`src/rtl/stoch_pkg.sv`:
```
package stoch_pkg;

  localparam int unsigned LANE_W = 16;

  // one Fibonacci step, right-shifting form of x^16+x^14+x^13+x^11+1
  function automatic logic [15:0] lfsr_step(input logic [15:0] s);
    return {s[0] ^ s[2] ^ s[3] ^ s[5], s[15:1]};
  endfunction

  function automatic logic [15:0] seed_guard(input logic [15:0] s);
    return (s == 16'h0000) ? 16'h0001 : s;
  endfunction

  function automatic logic [15:0] seed_input(input int unsigned idx);
    logic [31:0] t;
    t = 32'h0000_ACE1 + 32'(7 * idx);
    return seed_guard(t[15:0]);
  endfunction

  function automatic logic [15:0] seed_weight(input int unsigned idx);
    logic [31:0] t;
    t = 32'h0000_BEEF + 32'(13 * idx);
    return seed_guard(t[15:0]);
  endfunction

  // leaky integration in Q8.8 with saturation
  function automatic logic signed [15:0] lif_next(input logic signed [15:0] v,
                                                  input logic signed [15:0] cur);
    logic signed [15:0] leak;
    logic signed [17:0] w;
    leak = v >>> 4;
    w = {{2{v[15]}}, v} - {{2{leak[15]}}, leak} + {{2{cur[15]}}, cur};
    if (w > 18'sd32767)       return 16'sh7FFF;
    else if (w < -18'sd32768) return 16'sh8000;
    else                      return w[15:0];
  endfunction

endpackage

```
`src/rtl/sc_encoder.sv`:
```
module sc_encoder #(
  parameter logic [15:0] SEED = 16'h0001
) (
  input  logic        clk,
  input  logic        rst_n,
  input  logic        adv,
  input  logic [15:0] operand,
  output logic        bit_o,
  output logic [15:0] state_o
);
  import stoch_pkg::*;

  logic [15:0] state_q;

  always_ff @(posedge clk) begin
    if (!rst_n)   state_q <= SEED;
    else if (adv) state_q <= lfsr_step(state_q);
  end

  assign bit_o   = (state_q < operand);
  assign state_o = state_q;
endmodule

```
`src/rtl/lif_cell.sv`:
```
module lif_cell (
  input  logic               clk,
  input  logic               rst_n,
  input  logic               update,
  input  logic signed [15:0] cur,
  input  logic signed [15:0] thr,
  output logic               spike
);
  import stoch_pkg::*;

  logic signed [15:0] v_q;
  logic signed [15:0] v_cand;
  logic               fire;

  assign v_cand = lif_next(v_q, cur);
  assign fire   = (v_cand >= thr);

  always_ff @(posedge clk) begin
    if (!rst_n) begin
      v_q   <= '0;
      spike <= 1'b0;
    end else if (update) begin
      v_q   <= fire ? 16'sd0 : v_cand;
      spike <= fire;
    end else begin
      spike <= 1'b0;
    end
  end
endmodule

```
`src/rtl/stoch_dense_layer.sv`:
```
module stoch_dense_layer #(
  parameter int N_IN    = 2,
  parameter int M_OUT   = 2,
  parameter int WIN_LEN = 32
) (
  input  logic                          clk,
  input  logic                          rst_n,
  input  logic                          start,
  input  logic [16*N_IN-1:0]            in_vals,
  input  logic [16*N_IN*M_OUT-1:0]      wt_vals,
  input  logic signed [15:0]            fire_thr,
  output logic [M_OUT-1:0]              spike,
  output logic                          done
);
  import stoch_pkg::*;

  localparam int NW  = N_IN * M_OUT;
  localparam int CW  = $clog2(N_IN * WIN_LEN + 1);
  localparam int WB  = (WIN_LEN > 2) ? $clog2(WIN_LEN) : 1;
  localparam int SH  = 8 - $clog2(WIN_LEN);
  localparam int LFW = (N_IN + NW) * 16;

  function automatic logic signed [15:0] to_current(input logic [CW-1:0] c);
    logic [31:0] w;
    w = 32'(c) << SH;
    if (w > 32'h0000_7FFF) return 16'sh7FFF;
    return $signed(w[15:0]);
  endfunction

  // named internal events for the checker
  logic                 busy;
  logic                 win_end;
  logic [WB-1:0]        cnt_q;
  logic [M_OUT*CW-1:0]  acc_all;
  logic [LFW-1:0]       lfsr_all;
  logic [N_IN-1:0]      in_bit;
  logic [NW-1:0]        wt_bit;

  assign win_end = busy && (cnt_q == WB'(WIN_LEN - 1));

  always_ff @(posedge clk) begin
    if (!rst_n) begin
      busy  <= 1'b0;
      cnt_q <= '0;
      done  <= 1'b0;
    end else begin
      done <= win_end;
      if (!busy) begin
        if (start) begin
          busy  <= 1'b1;
          cnt_q <= '0;
        end
      end else if (win_end) begin
        busy <= 1'b0;
      end else begin
        cnt_q <= cnt_q + 1'b1;
      end
    end
  end

  for (genvar i = 0; i < N_IN; i++) begin : g_in
    sc_encoder #(.SEED(seed_input(i))) u_enc (
      .clk(clk), .rst_n(rst_n), .adv(busy),
      .operand(in_vals[16*i +: 16]),
      .bit_o(in_bit[i]),
      .state_o(lfsr_all[16*i +: 16])
    );
  end

  for (genvar k = 0; k < NW; k++) begin : g_wt
    sc_encoder #(.SEED(seed_weight(k))) u_enc (
      .clk(clk), .rst_n(rst_n), .adv(busy),
      .operand(wt_vals[16*k +: 16]),
      .bit_o(wt_bit[k]),
      .state_o(lfsr_all[16*(N_IN+k) +: 16])
    );
  end

  for (genvar j = 0; j < M_OUT; j++) begin : g_nrn
    logic [CW-1:0]      pc;
    logic [CW-1:0]      acc_q;
    logic [CW-1:0]      acc_sum;
    logic signed [15:0] cur;

    always_comb begin
      pc = '0;
      for (int i = 0; i < N_IN; i++)
        pc = pc + CW'(in_bit[i] & wt_bit[j*N_IN + i]);
    end

    assign acc_sum = acc_q + pc;
    assign cur     = to_current(acc_sum);

    always_ff @(posedge clk) begin
      if (!rst_n)       acc_q <= '0;
      else if (win_end) acc_q <= '0;
      else if (busy)    acc_q <= acc_sum;
    end

    assign acc_all[CW*j +: CW] = acc_q;

    lif_cell u_cell (
      .clk(clk), .rst_n(rst_n), .update(win_end),
      .cur(cur), .thr(fire_thr), .spike(spike[j])
    );
  end
endmodule

```
`config.mk`:
```
export PLATFORM = sky130hd
export DESIGN_NAME = stoch_dense_layer
export DESIGN_NICKNAME = d
export VERILOG_FILES = /design/src/rtl/stoch_pkg.sv /design/src/rtl/sc_encoder.sv /design/src/rtl/lif_cell.sv /design/src/rtl/stoch_dense_layer.sv
export SDC_FILE = /design/constraint.sdc
export NUM_CORES = 1
export LEC_CHECK = 0
export BUFFER_PORTS_ARGS = -buffer_cell sky130_fd_sc_hd__buf_2
export CAP_MARGIN = 20
export CORE_MARGIN = 2
export CORE_UTILIZATION = 50
export DETAILED_ROUTE_END_ITERATION = 10
export GPL_TIMING_DRIVEN = 0
export PLACE_DENSITY_LB_ADDON = 0.08
export SYNTH_ARGS = -nofsm -noshare
export SYNTH_HDL_FRONTEND = slang
export SYNTH_SLANG_ARGS = --single-unit
```
`constraint.sdc`:
```
create_clock -name clk -period 21.5 [get_ports clk]
set_clock_uncertainty 0.2 [all_clocks]
set_input_delay 2.15 -clock clk [delete_from_list [all_inputs] [get_ports clk]]
set_output_delay 2.15 -clock clk [all_outputs]
set_load 0.1 [all_outputs]
```
==> results_dict.tcl <==
set metrics [dict create \
    power_switching_w 0.0002055 \
    cts_resized 0 \
    slew_headroom_pct 43.24 \
    max_freq_mhz 98.67 \
    area_delta_synth_final_pct 13.45 \
    dieWidth_um 157.8 \
    p_sw_share_pct 28.33 \
    start_util_pct 50.68 \
    synth_mux_area_share_pct 8.159 \
    worstSetupPathType "in -> reg" \
    cts_made_buffers 17 \
    critical-path-top-delay-family "compound AO/OA/AOI/OAI gates" \
    maxCapViolCount 0 \
    holdBufCountCts 0 \
    synth_top_family_by_area "compound AO/OA/AOI/OAI gates" \
    rsz0062_at_grt "no" \
    antennaDiodeCount 0 \
    p_leak_nw 6.523 \
    hpwl_mm 21.14 \
    crit_required_ps 21650 \
    ys_warn_count 0 \
    post-route-period-util_pct 47.14 \
    insertion_delay_ps 430 \
    min_from "g_nrn[1].acc_q[0]" \
    synthSimpleGateAreaFrac_pct 13.93 \
    antenna_found_initial 0 \
    wire_per_inst_um 14.62 \
    worst_slew_pin_slew_ps 851.4 \
    first_pass_iters 5 \
    crit_top_cell "a21o_1" \
    yosysTopAreaCell "dfxtp_1" \
    holdWs_ps 287.7 \
    max_stage_delay_ps 520 \
    wl_mm 26.71 \
    r2r_start "g_in[1].u_enc.state_o[1]" \
    async_flop_share_pct 0 \
    place.gp.congestion 0.8196 \
    synth_top_flop_cell "dfxtp_1" \
    drc_errors 0 \
    syn_avg_cell_area_um2 8.700 \
    slew_viol_final 0 \
    ys_top_cells_by_area "dfxtp_1 26%, ha_1 18%, mux2i_1 7.9%" \
    status "finished clean" \
    synth_edf_count 0 \
    min_path_type "reg -> reg" \
    port_buffers 117 \
    fin_setup_tns_ps 0 \
    route.vias.total 9583 \
    cts-root-buf "clkbuf_16" \
    slowest_stage "a311oi_2" \
    p_per_area_nw_per_um2 54.09 \
    crit_start "in_vals[17]" \
    std_cell_rows 56 \
    drtAntennaViolNets 0 \
    hold_violations 0 \
    die_area_um2 24890 \
    synth_top_area_share_pct 25.57 \
    synthTopCellsByCount "171 x inv_1, 170 x ha_1, 151 x dfxtp_1" \
    cts_tree "done" \
    fin_util_pct 57.49 \
    syn-cell-area_um2 11820 \
    postCtsSetupBuffers 0 \
    syn_nets 1650 \
    cts_max_path_buffers 2 \
    start_kind "input port" \
    end_kind "register" \
    grt_max_degree 17 \
    synth_compound_area_share_pct 19.19 \
    period_minus_slack_ps 10130 \
    design.core.area_um2 23330 \
    grt_pass1_wl_mm 44.71 \
    synth_fa_ha_area_share_pct 19.01 \
    peakVddDrop_mv 0.03692 \
    ioPinCount 118 \
    dieHeight_um 157.8 \
    p_clk_share_pct 43.4 \
    worstPathMaxFanout 10 \
    power_frac_comb_pct 15.2 \
    htree_num_levels 4 \
    synthXorXnorAreaFrac_pct 6.698 \
    cts.sinks 151 \
    drtIter0Drc 330 \
    internal-power_w 0.0005200 \
    clk_pin_slew_ps 70 \
    via_per_inst 5.245 \
    synthDistinctLibCells 79 \
    grt_usage_pct 22.18 \
    path_buf_inv 5 \
    seq_power_share_pct 41.4 \
    fin_nets 1786 \
    overflow 0 \
    ys_seq_area_share_pct 25.57 \
    setup_viol 0 \
    arrival_ps 10280 \
    postSynthCellCount 1359 \
    grt_pass1_vias 9318 \
    synthMostInstantiatedCell "inv_1" \
    drive_gt1_share_pct 13.33 \
    synth-seq-cells 151 \
]
routing by layer:
| layer | up-vias | routed length [um] | share of wire (%) | global-route usage, % |
|---|---|---|---|---|
| li1 | 5034 | - | - | - |
| met1 | 4381 | 13200 | 49 | 29.33 |
| met2 | 151 | 12370 | 46 | 38.18 |
| met3 | 17 | 875 | 3.3 | 3.613 |
| met4 | 0 | 272 | 1.0 | 4.416 |
| met5 | - | 0 | 0 | 0 |
worst register-to-register path, delay by kind of cell (launching register included):
| kind | cells | cell delay [ps] |
|---|---|---|
| fa+ha+maj | 5 | 1490 |
| xor+xnor | 1 | 350 |
| compound gates | 20 | 4110 |
| flops | 1 | 370 |
| buf+inv | 3 | 590 |
| simple gates | 7 | 1420 |
metrics by stage:
step | area, um^2 | total power (W) | setup slack, ps | instances
CTS | 13410 | 0.0007312 | 11300 | 1827
global route | 13410 | 0.0007601 | 10870 | 1827
global placement | 12810 | 0.0004138 | 10910 | 1795
floorplan | 11820 | 0.0003814 | 12470 | 1359
detailed placement | 12810 | 0.0004165 | 10860 | 1795
finish | 13410 | 0.0007255 | 11370 | 1827
area by class of cell:
class	count	area (um^2)
plain buffers	50	240.2
clock buffers	18	429.2
clock inverters	14	176.4
fillers	2199	9918
inverters	171	641.9
multi-input cells	987	7919
flip-flops and latches	151	3023
well taps	319	399.1
repair buffers	117	585.6
sequential cells by signal, indices dropped and copies added, names as in the netlist:
signal	flops
done	1
g_nrn.u_cell.v_q	32
g_nrn.u_cell.spike	2
cnt_q	5
busy	1
g_nrn.acc_q	14
g_wt.u_enc.state_o	64
g_in.u_enc.state_o	32
cells by family after synthesis:
family,after synthesis
simple gates,326
flops,151
xor+xnor,84
buf+inv,221
mux,96
compound gates,305
fa+ha+maj,176
power by group through the flow:
stage          sequential (W)  combinational, W  clock [W]
2_1_floorplan        0.000303         0.0000780          0
3_3_place_gp         0.000306          0.000108          0
3_5_place_dp         0.000306          0.000110          0
4_1_cts              0.000300          0.000111   0.000320
5_1_grt              0.000302          0.000127   0.000332
6_report             0.000300          0.000110   0.000315
layout by cell type, fill, tap and decap left out, drive strengths merged, types with 4 or more instances in the layout:
master	instances
or2	8
o22ai	4
ha	170
a21oi	66
o21ai	52
xnor2	50
a211oi	6
or3	4
o211ai	24
fa	6
nor2b	52
inv	181
o21a	20
nor4	4
and3	9
buf	134
o31ai	5
o221ai	22
nand2b	17
nand4	20
a21o	58
nor3	15
nor3b	5
mux2i	93
nand3	19
nand2	111
nor2	46
dfxtp	151
xor2	30
clkbuf	51
and2	6
a31oi	10
final timing paths:
| path | end | slack [ps] | cells after the start |
|---|---|---|---|
| max | g_nrn[0].u_cell.v_q[9] | 11370 | 38 |
| max reg2reg | g_nrn[0].u_cell.v_q[9] | 12880 | 36 |
| min reg2reg | g_nrn[1].acc_q[0] | 290 | 2 |
| min | g_nrn[1].acc_q[0] | 290 | 2 |
No activity file was read; power rests on OpenSTA's default activity.
